[src/rtl/txrt_pkg.sv]
package txrt_pkg;

  typedef enum logic [1:0] {
    ST_IDLE    = 2'd0,
    ST_DEFER   = 2'd1,
    ST_XMIT    = 2'd2,
    ST_BACKOFF = 2'd3
  } txState_t;

  // strobes from control to datapath
  typedef struct packed {
    logic clrAll;       // new packet accepted
    logic setDef;       // entered deferral
    logic restartTdr;   // attempt begins next cycle
    logic tick;         // current cycle is a transmit cycle
    logic collide;      // early collision: count and capture distance
    logic setLcol;
    logic setLcar;
    logic setRtry;
    logic finish;       // success: latch retry summary
    logic loadBackoff;
  } dpCtl_t;

endpackage

[src/rtl/txrt_data.sv]
module txrt_data
  import txrt_pkg::*;
#(
  parameter int MAX_ATT = 16,
  parameter int ATT_W   = 5,
  parameter int TDR_W   = 10,
  parameter int BO_W    = 8
) (
  input  logic             clk,
  input  logic             rstN,
  input  dpCtl_t           ctl,
  input  logic [BO_W-1:0]  backoffVal,
  output logic [ATT_W-1:0] collCnt,
  output logic             backoffZero,
  output logic             stRetryFail,
  output logic             stLateColl,
  output logic             stCarrierLost,
  output logic             stDeferred,
  output logic             stOneRetry,
  output logic             stMultiRetry,
  output logic [TDR_W-1:0] stTdr
);

  localparam logic [TDR_W-1:0] TDR_MAX = {TDR_W{1'b1}};

  logic [TDR_W-1:0] tdrCnt;
  logic [BO_W-1:0]  boCnt;

  // collision distance counter, restarted per attempt, saturating
  always_ff @(posedge clk) begin
    if (!rstN) begin
      tdrCnt <= '0;
    end else if (ctl.restartTdr) begin
      tdrCnt <= '0;
    end else if (ctl.tick && tdrCnt != TDR_MAX) begin
      tdrCnt <= tdrCnt + 1'b1;
    end
  end

  // backoff down-counter
  always_ff @(posedge clk) begin
    if (!rstN) begin
      boCnt <= '0;
    end else if (ctl.loadBackoff) begin
      boCnt <= backoffVal;
    end else if (boCnt != '0) begin
      boCnt <= boCnt - 1'b1;
    end
  end

  assign backoffZero = (boCnt == '0);

  // collision counter
  always_ff @(posedge clk) begin
    if (!rstN) begin
      collCnt <= '0;
    end else if (ctl.clrAll) begin
      collCnt <= '0;
    end else if (ctl.collide) begin
      collCnt <= collCnt + 1'b1;
    end
  end

  // status flags
  always_ff @(posedge clk) begin
    if (!rstN) begin
      stRetryFail   <= 1'b0;
      stLateColl    <= 1'b0;
      stCarrierLost <= 1'b0;
      stDeferred    <= 1'b0;
      stOneRetry    <= 1'b0;
      stMultiRetry  <= 1'b0;
      stTdr         <= '0;
    end else begin
      if (ctl.clrAll) begin
        stRetryFail   <= 1'b0;
        stLateColl    <= 1'b0;
        stCarrierLost <= 1'b0;
        stDeferred    <= 1'b0;
        stOneRetry    <= 1'b0;
        stMultiRetry  <= 1'b0;
        stTdr         <= '0;
      end
      if (ctl.setDef)  stDeferred    <= 1'b1;
      if (ctl.collide) stTdr         <= tdrCnt;
      if (ctl.setLcol) stLateColl    <= 1'b1;
      if (ctl.setLcar) stCarrierLost <= 1'b1;
      if (ctl.setRtry) stRetryFail   <= 1'b1;
      if (ctl.finish) begin
        stOneRetry   <= (collCnt == ATT_W'(1));
        stMultiRetry <= (collCnt >= ATT_W'(2));
      end
    end
  end

  AST_ONE_MORE_EXCL: assert property (@(posedge clk) disable iff (!rstN)
    !(stOneRetry && stMultiRetry));

  AST_ATTEMPT_CAP: assert property (@(posedge clk) disable iff (!rstN)
    collCnt <= ATT_W'(MAX_ATT));

  AST_TDR_SATURATE: assert property (@(posedge clk) disable iff (!rstN)
    (tdrCnt == TDR_MAX && !ctl.restartTdr) |=> (tdrCnt == TDR_MAX));

  AST_STATUS_FROZEN: assert property (@(posedge clk) disable iff (!rstN)
    !(ctl.clrAll || ctl.setDef || ctl.collide || ctl.setLcol || ctl.setLcar ||
      ctl.setRtry || ctl.finish)
    |=> $stable({stRetryFail, stLateColl, stCarrierLost, stDeferred,
                 stOneRetry, stMultiRetry, stTdr}));

endmodule

[src/rtl/txrt_ctrl.sv]
module txrt_ctrl
  import txrt_pkg::*;
#(
  parameter int MAX_ATT = 16,
  parameter int ATT_W   = 5
) (
  input  logic             clk,
  input  logic             rstN,
  input  logic             txStart,
  input  logic             collision,
  input  logic             carrierOk,
  input  logic             netBusy,
  input  logic             slotDone,
  input  logic             frameEnd,
  input  logic             noRetry,
  input  logic [ATT_W-1:0] collCnt,
  input  logic             backoffZero,
  output dpCtl_t           ctl,
  output logic             xmitOn,
  output logic             retryReq,
  output logic             abortTx,
  output logic             doneTx
);

  txState_t state, stateNxt;
  logic     retryNxt, abortNxt, doneNxt;
  logic     lastAttempt;

  // this collision uses up the final permitted attempt
  assign lastAttempt = noRetry ? (collCnt == '0) : (collCnt == ATT_W'(MAX_ATT - 1));

  always_comb begin
    stateNxt = state;
    ctl      = '0;
    retryNxt = 1'b0;
    abortNxt = 1'b0;
    doneNxt  = 1'b0;
    unique case (state)
      ST_IDLE: begin
        if (txStart) begin
          ctl.clrAll = 1'b1;
          if (netBusy) begin
            ctl.setDef = 1'b1;
            stateNxt   = ST_DEFER;
          end else begin
            ctl.restartTdr = 1'b1;
            stateNxt       = ST_XMIT;
          end
        end
      end
      ST_DEFER: begin
        if (!netBusy) begin
          ctl.restartTdr = 1'b1;
          stateNxt       = ST_XMIT;
        end
      end
      ST_XMIT: begin
        ctl.tick = 1'b1;
        if (collision) begin
          if (slotDone) begin
            ctl.setLcol = 1'b1;
            abortNxt    = 1'b1;
            stateNxt    = ST_IDLE;
          end else begin
            ctl.collide = 1'b1;
            if (lastAttempt) begin
              ctl.setRtry = 1'b1;
              abortNxt    = 1'b1;
              stateNxt    = ST_IDLE;
            end else begin
              ctl.loadBackoff = 1'b1;
              retryNxt        = 1'b1;
              stateNxt        = ST_BACKOFF;
            end
          end
        end else if (!carrierOk) begin
          ctl.setLcar = 1'b1;
          abortNxt    = 1'b1;
          stateNxt    = ST_IDLE;
        end else if (frameEnd) begin
          ctl.finish = 1'b1;
          doneNxt    = 1'b1;
          stateNxt   = ST_IDLE;
        end
      end
      ST_BACKOFF: begin
        if (backoffZero) begin
          if (netBusy) begin
            ctl.setDef = 1'b1;
            stateNxt   = ST_DEFER;
          end else begin
            ctl.restartTdr = 1'b1;
            stateNxt       = ST_XMIT;
          end
        end
      end
      default: stateNxt = ST_IDLE;
    endcase
  end

  always_ff @(posedge clk) begin
    if (!rstN) begin
      state    <= ST_IDLE;
      retryReq <= 1'b0;
      abortTx  <= 1'b0;
      doneTx   <= 1'b0;
    end else begin
      state    <= stateNxt;
      retryReq <= retryNxt;
      abortTx  <= abortNxt;
      doneTx   <= doneNxt;
    end
  end

  assign xmitOn = (state == ST_XMIT);

  AST_DONE_ABORT_EXCL: assert property (@(posedge clk) disable iff (!rstN)
    !(doneTx && abortTx));

  AST_LATE_NO_RETRY: assert property (@(posedge clk) disable iff (!rstN)
    (state == ST_XMIT && collision && slotDone) |=> (abortTx && !retryReq));

  AST_NORETRY_ABORT: assert property (@(posedge clk) disable iff (!rstN)
    (state == ST_XMIT && collision && !slotDone && noRetry) |=> abortTx);

  AST_IDLE_HOLD: assert property (@(posedge clk) disable iff (!rstN)
    (state == ST_IDLE && !txStart) |=> (state == ST_IDLE));

  AST_BUSY_WAIT: assert property (@(posedge clk) disable iff (!rstN)
    (state == ST_DEFER && netBusy) |=> !xmitOn);

endmodule

[src/rtl/txRetryTracker.sv]
module txRetryTracker
  import txrt_pkg::*;
#(
  parameter int MAX_ATT = 16,
  parameter int TDR_W   = 10,
  parameter int BO_W    = 8
) (
  input  logic             clk,
  input  logic             rstN,
  input  logic             txStart,
  input  logic             collision,
  input  logic             carrierOk,
  input  logic             netBusy,
  input  logic             slotDone,
  input  logic             frameEnd,
  input  logic             noRetry,
  input  logic [BO_W-1:0]  backoffVal,
  output logic             xmitOn,
  output logic             retryReq,
  output logic             abortTx,
  output logic             doneTx,
  output logic             stRetryFail,
  output logic             stLateColl,
  output logic             stCarrierLost,
  output logic             stDeferred,
  output logic             stOneRetry,
  output logic             stMultiRetry,
  output logic [TDR_W-1:0] stTdr
);

  localparam int ATT_W = $clog2(MAX_ATT + 1);

  dpCtl_t           ctl;
  logic [ATT_W-1:0] collCnt;
  logic             backoffZero;

  txrt_ctrl #(.MAX_ATT(MAX_ATT), .ATT_W(ATT_W)) i_ctrl (
    .clk(clk), .rstN(rstN), .txStart(txStart), .collision(collision),
    .carrierOk(carrierOk), .netBusy(netBusy), .slotDone(slotDone),
    .frameEnd(frameEnd), .noRetry(noRetry), .collCnt(collCnt),
    .backoffZero(backoffZero), .ctl(ctl), .xmitOn(xmitOn),
    .retryReq(retryReq), .abortTx(abortTx), .doneTx(doneTx)
  );

  txrt_data #(.MAX_ATT(MAX_ATT), .ATT_W(ATT_W), .TDR_W(TDR_W), .BO_W(BO_W)) i_data (
    .clk(clk), .rstN(rstN), .ctl(ctl), .backoffVal(backoffVal),
    .collCnt(collCnt), .backoffZero(backoffZero),
    .stRetryFail(stRetryFail), .stLateColl(stLateColl),
    .stCarrierLost(stCarrierLost), .stDeferred(stDeferred),
    .stOneRetry(stOneRetry), .stMultiRetry(stMultiRetry), .stTdr(stTdr)
  );

endmodule

[config.mk]
export PLATFORM = sky130hd
export DESIGN_NAME = txRetryTracker
export DESIGN_NICKNAME = d
export VERILOG_FILES = /design/src/rtl/txrt_pkg.sv /design/src/rtl/txrt_data.sv /design/src/rtl/txrt_ctrl.sv /design/src/rtl/txRetryTracker.sv
export SDC_FILE = /design/constraint.sdc
export NUM_CORES = 1
export LEC_CHECK = 0
export CORE_MARGIN = 3
export CORE_UTILIZATION = 49
export CTS_BUF_LIST = sky130_fd_sc_hd__clkbuf_8
export CTS_CLUSTER_SIZE = 40
export DETAILED_ROUTE_END_ITERATION = 10
export PLACE_DENSITY = 0.79
export SYNTH_ARGS = -nofsm -noshare
export SYNTH_HDL_FRONTEND = slang
export SYNTH_SLANG_ARGS = --single-unit
[constraint.sdc]
create_clock -name clk -period 1.8 [get_ports clk]
set_input_delay 0.45 -clock clk [delete_from_list [all_inputs] [get_ports clk]]
set_output_delay 0.45 -clock clk [all_outputs]
set_load 0.01 [all_outputs]
==> run summary, run 1 <==
The flow ran to the end, and the final reports show no timing, DRC or antenna violations. The core region is 4090 um2. The met1 layer usage reported by global route came out at 0.247. After synthesis, the largest family of logic cells by area is simple AND/OR/NAND/NOR gates. The number of antenna violations at the first check in global routing came out at 0. The tools report the maximum frequency from static timing analysis as 579 MHz. The number of port buffers is 36.

In this run the static leakage power is 1.17 nW. The first detailed-routing pass took 4 iterations. The fraction of final layout cells with drive strength greater than 1 is 0.218, and the worst clock skew is 6.19 ps. The register cell area after layout is 882 um2, and the async set-or-reset flop fraction in the synthesized netlist is 0. The leading register cell type out of synthesis is sky130_fd_sc_hd__dfxtp_1. During I/O placement, the number of pins put on the boundary was 37. The tools report the number of hold-slack violations in the final timing report as 0. The worst min-delay path class was flop to flop. The synthesized-area fraction occupied by ao, oa, aoi and oai cells was 0.191; the global-route met3 utilization was 0.0429. The die covers 5180 um2. The first global-routing pass estimated 8200 um of wire.

Post-place instance area: 2780 um2. Setup repair after global routing could not meet its margin everywhere. The post-synth design cell area was 2130 um2. After floorplanning, the core was divided into 23 placement rows. The run gives 0.413 as the sequential element share of the synthesized area. Aggregate global routing overflow: 0. Power comes to 3.30 mW.

The run gives 1220 um2 as the combined area of the multi-input logic cells. In the synthesized netlist, the number of instances is 227. The logs give 0 for the number of max-slew violations in the final report and 0 for the total inserted antenna cells.

The run gives 5 as the total clock buffers created by CTS. In the layout the commonest cells are sky130_fd_sc_hd__dfxtp_1, sky130_fd_sc_hd__clkdlybuf4s50_1, sky130_fd_sc_hd__buf_4, sky130_fd_sc_hd__nor2_1, sky130_fd_sc_hd__nand2_1. Final worst hold slack: 478 ps. The final RePlAce weighted congestion is 0.807, and the synthesis-stage register bit count is 44.

The simple-gate share of the synthesized area is 0.208. The post-route clock period utilization was 0.960; the xor/xnor share of the synthesized area was 0.0452. After global routing, the most crowded layer is met2. Cell area after layout: 2930 um2. Entering global routing, the biggest net connects 14 pins. The highest net fanout along the worst path works out to 6. The power per standard cell area is 1130 nW/um2, and the maximum clock insertion buffer count is 2. For the worst-skew pair, the clock arrives at the later sink with an insertion delay of 300 ps. The adder-cell area share of the yosys netlist was 0.0762. The die outline width works out to 72.0 um. For flop-to-flop paths, the worst setup slack is 70 ps. The worst max-slew margin expressed relative to the limit is 0.701.

The tools report the data arrival time of the critical path as 1910 ps. TritonCTS built the clock tree. The path type of the worst setup path is flop to flop.

Clock tree root driver cell: sky130_fd_sc_hd__clkbuf_8. For this block, the routed nets add up to 4960 um of wire. Counting flops with a built-in enable in the synthesized netlist gives 0. The number of vias per cell was 5.52.

Fill cells in the final layout number 331. The via count was 1900. The mux share of post-synthesis cell area came out at 0.0328. The tools report the category of the worst setup path launch point as a flop. The post-synthesis to final-layout area growth is 37.2%, and the wire length per cell is 14.4 um. For the met2 usage, the log shows 0.348.

The global-route usage over all layers was 0.200. The wire-length estimate of the detail-placed layout is 3680 um. The total of warnings raised by yosys came out at 0.

The count of maximum capacitance violations is 0, and the count of antenna-violating nets left after detailed routing is 0. The post-route DRC violation count was 0. Count of different cell masters after synthesis: 50.

The shortest period the worst path allows was 1730 ps; the total setup buffers inserted after CTS was 0. The run gives 600 uV as the worst ir drop on vdd. For the number of setup violations in the final report, the log shows 0. The tools report the final-stage net count as 323.

The kind of end point of the critical path was a flop. Counting every sink on the clock net gives 44. The number of nets handed over by synthesis was 257. The most frequent standard cell in the layout excluding fill and tap cells was sky130_fd_sc_hd__dfxtp_1.

At the pin with the least slew margin, the transition time is 445 ps. In this run the number of H-tree levels came out at 2. The detailed router finished its first iteration with 33 violations. Excluding fillers, the count of instances in the completed layout stands at 344. The synthesized area per cell came out at 9.40 um2. The run gives 1990 ps as the data required time of the critical path. The y dimension of the die is 72.0 um. Clock-pin slew was measured on the worst setup and hold paths at 80 ps. The effective utilization at floorplan was 0.522. Including well taps, the total number of placed cells is 336. The number of global-route vias before repair is 1826.
repair_timing:
item	CTS	global route
gates resized for setup	3	9
hold buffers	0	0
endpoints found under the setup margin	2	10
pin swaps	0	2
cloned	0	0
metrics by stage:
stage	utilization	TNS (ps)	worst slack [ps]
after global placement	0.681	-2350	-145
after detailed placement	0.681	-3060	-165
after global routing	0.716	-64.6	-25.4
after floorplan	-	0	13.8
final	0.716	0	72.8
after CTS	0.708	0	17.4
state kept, by name, summed over array words and instances, names as in the netlist:
register and flops:
i_ctrl.doneTx 1, i_data.boCnt 8, i_data.stCarrierLost 1, i_ctrl.retryReq 1, i_data.stOneRetry 1, i_data.stMultiRetry 1, i_data.collCnt 5, i_ctrl.abortTx 1
i_data.stTdr 10, i_data.stLateColl 1, i_data.tdrCnt 10, i_ctrl.state 2, i_data.stDeferred 1, i_data.stRetryFail 1
cells in the mapped netlist (2+ instances only):
cell type / number / share of area
sky130_fd_sc_hd__inv_1: 10 / 0.018
sky130_fd_sc_hd__and2_1: 2 / 0.0059
sky130_fd_sc_hd__ha_1: 13 / 0.076
sky130_fd_sc_hd__a211oi_2: 2 / 0.012
sky130_fd_sc_hd__nand4_1: 4 / 0.012
sky130_fd_sc_hd__a32oi_1: 2 / 0.0082
sky130_fd_sc_hd__buf_2: 3 / 0.0070
sky130_fd_sc_hd__o21a_1: 2 / 0.0070
sky130_fd_sc_hd__nor3b_1: 3 / 0.011
sky130_fd_sc_hd__a21oi_1: 11 / 0.026
sky130_fd_sc_hd__nand2_1: 15 / 0.026
sky130_fd_sc_hd__o31ai_1: 5 / 0.018
sky130_fd_sc_hd__mux2i_1: 7 / 0.033
sky130_fd_sc_hd__nor2_2: 9 / 0.026
sky130_fd_sc_hd__nor3_1: 3 / 0.0070
sky130_fd_sc_hd__dfxtp_1: 44 / 0.41
sky130_fd_sc_hd__xnor2_1: 4 / 0.016
sky130_fd_sc_hd__nand3_1: 10 / 0.023
sky130_fd_sc_hd__nor2_1: 19 / 0.033
sky130_fd_sc_hd__a311oi_1: 2 / 0.0082
sky130_fd_sc_hd__a22o_1: 10 / 0.041
sky130_fd_sc_hd__xor2_1: 7 / 0.029
sky130_fd_sc_hd__o21ai_0: 8 / 0.019
sky130_fd_sc_hd__clkbuf_1: 2 / 0.0035
sky130_fd_sc_hd__and3_1: 4 / 0.012
sky130_fd_sc_hd__o311ai_0: 2 / 0.0082
path summary, 6_finish.rpt:
path,start,endpoint,cells after the start
max,i_data.collCnt[0]$_SDFFE_PP0P_,i_data.boCnt[7]$_SDFFE_PN0P_,7
min,i_data.stMultiRetry$_SDFFE_PN0P_,i_data.stMultiRetry$_SDFFE_PN0P_,2
max reg2reg,i_data.collCnt[0]$_SDFFE_PP0P_,i_data.boCnt[7]$_SDFFE_PN0P_,7
min reg2reg,i_data.stMultiRetry$_SDFFE_PN0P_,i_data.stMultiRetry$_SDFFE_PN0P_,2
layout make-up:
cell class              count  share of cell area
multi-input cells         166               0.417
flip-flops and latches     44               0.301
repair buffers             65               0.210
clock buffers               5              0.0235
well taps                  50              0.0214
inverters                  11              0.0141
clock inverters             3              0.0132
critical path: stages (launching register included):
cell	delay [ps]
sky130_fd_sc_hd__dfxtp_2	330
sky130_fd_sc_hd__ha_2	180
sky130_fd_sc_hd__and3_1	180
sky130_fd_sc_hd__ha_1	170
sky130_fd_sc_hd__nor2b_4	130
sky130_fd_sc_hd__a311o_1	370
sky130_fd_sc_hd__o21ai_1	210
sky130_fd_sc_hd__a21oi_2	50
report_power, final:
group | switching [mW] | internal (mW) | total, mW
combinational | 0.680 | 0.641 | 1.32
clock | 0.335 | 0.406 | 0.742
sequential | 0.133 | 1.11 | 1.24
layer usage:
metal,part of all wire,wire length (um),vias to the layer above
li1,-,-,950
met1,0.46,2300,909
met2,0.49,2410,35
met3,0.038,187,6
met4,0.012,62,0
met5,0,0,-
cell families (layout without fill, tap and decap cells):
kind of cell,count (synthesis),count (layout)
AO/OA/AOI/OAI,54,54
XOR/XNOR,11,11
adder cells (fa/ha/maj),13,13
buffers and inverters,17,84
flip-flops,44,44
multiplexers,7,7
AND/OR/NAND/NOR,81,81
Note: power is estimated with default switching activity, not from simulation.
==> inputs of run 2 (changes only) <==
CTS_CLUSTER_DIAMETER = 30   (was unset)
==> results of run 2 <==
Same layout as run 1: the final DEF is identical, and so are final timing and power.
==> inputs of run 3 (changes only) <==
CAP_MARGIN = 20   (was unset)
==> results of run 3 <==
Same layout as run 1: the final DEF is identical, and so are final timing and power.
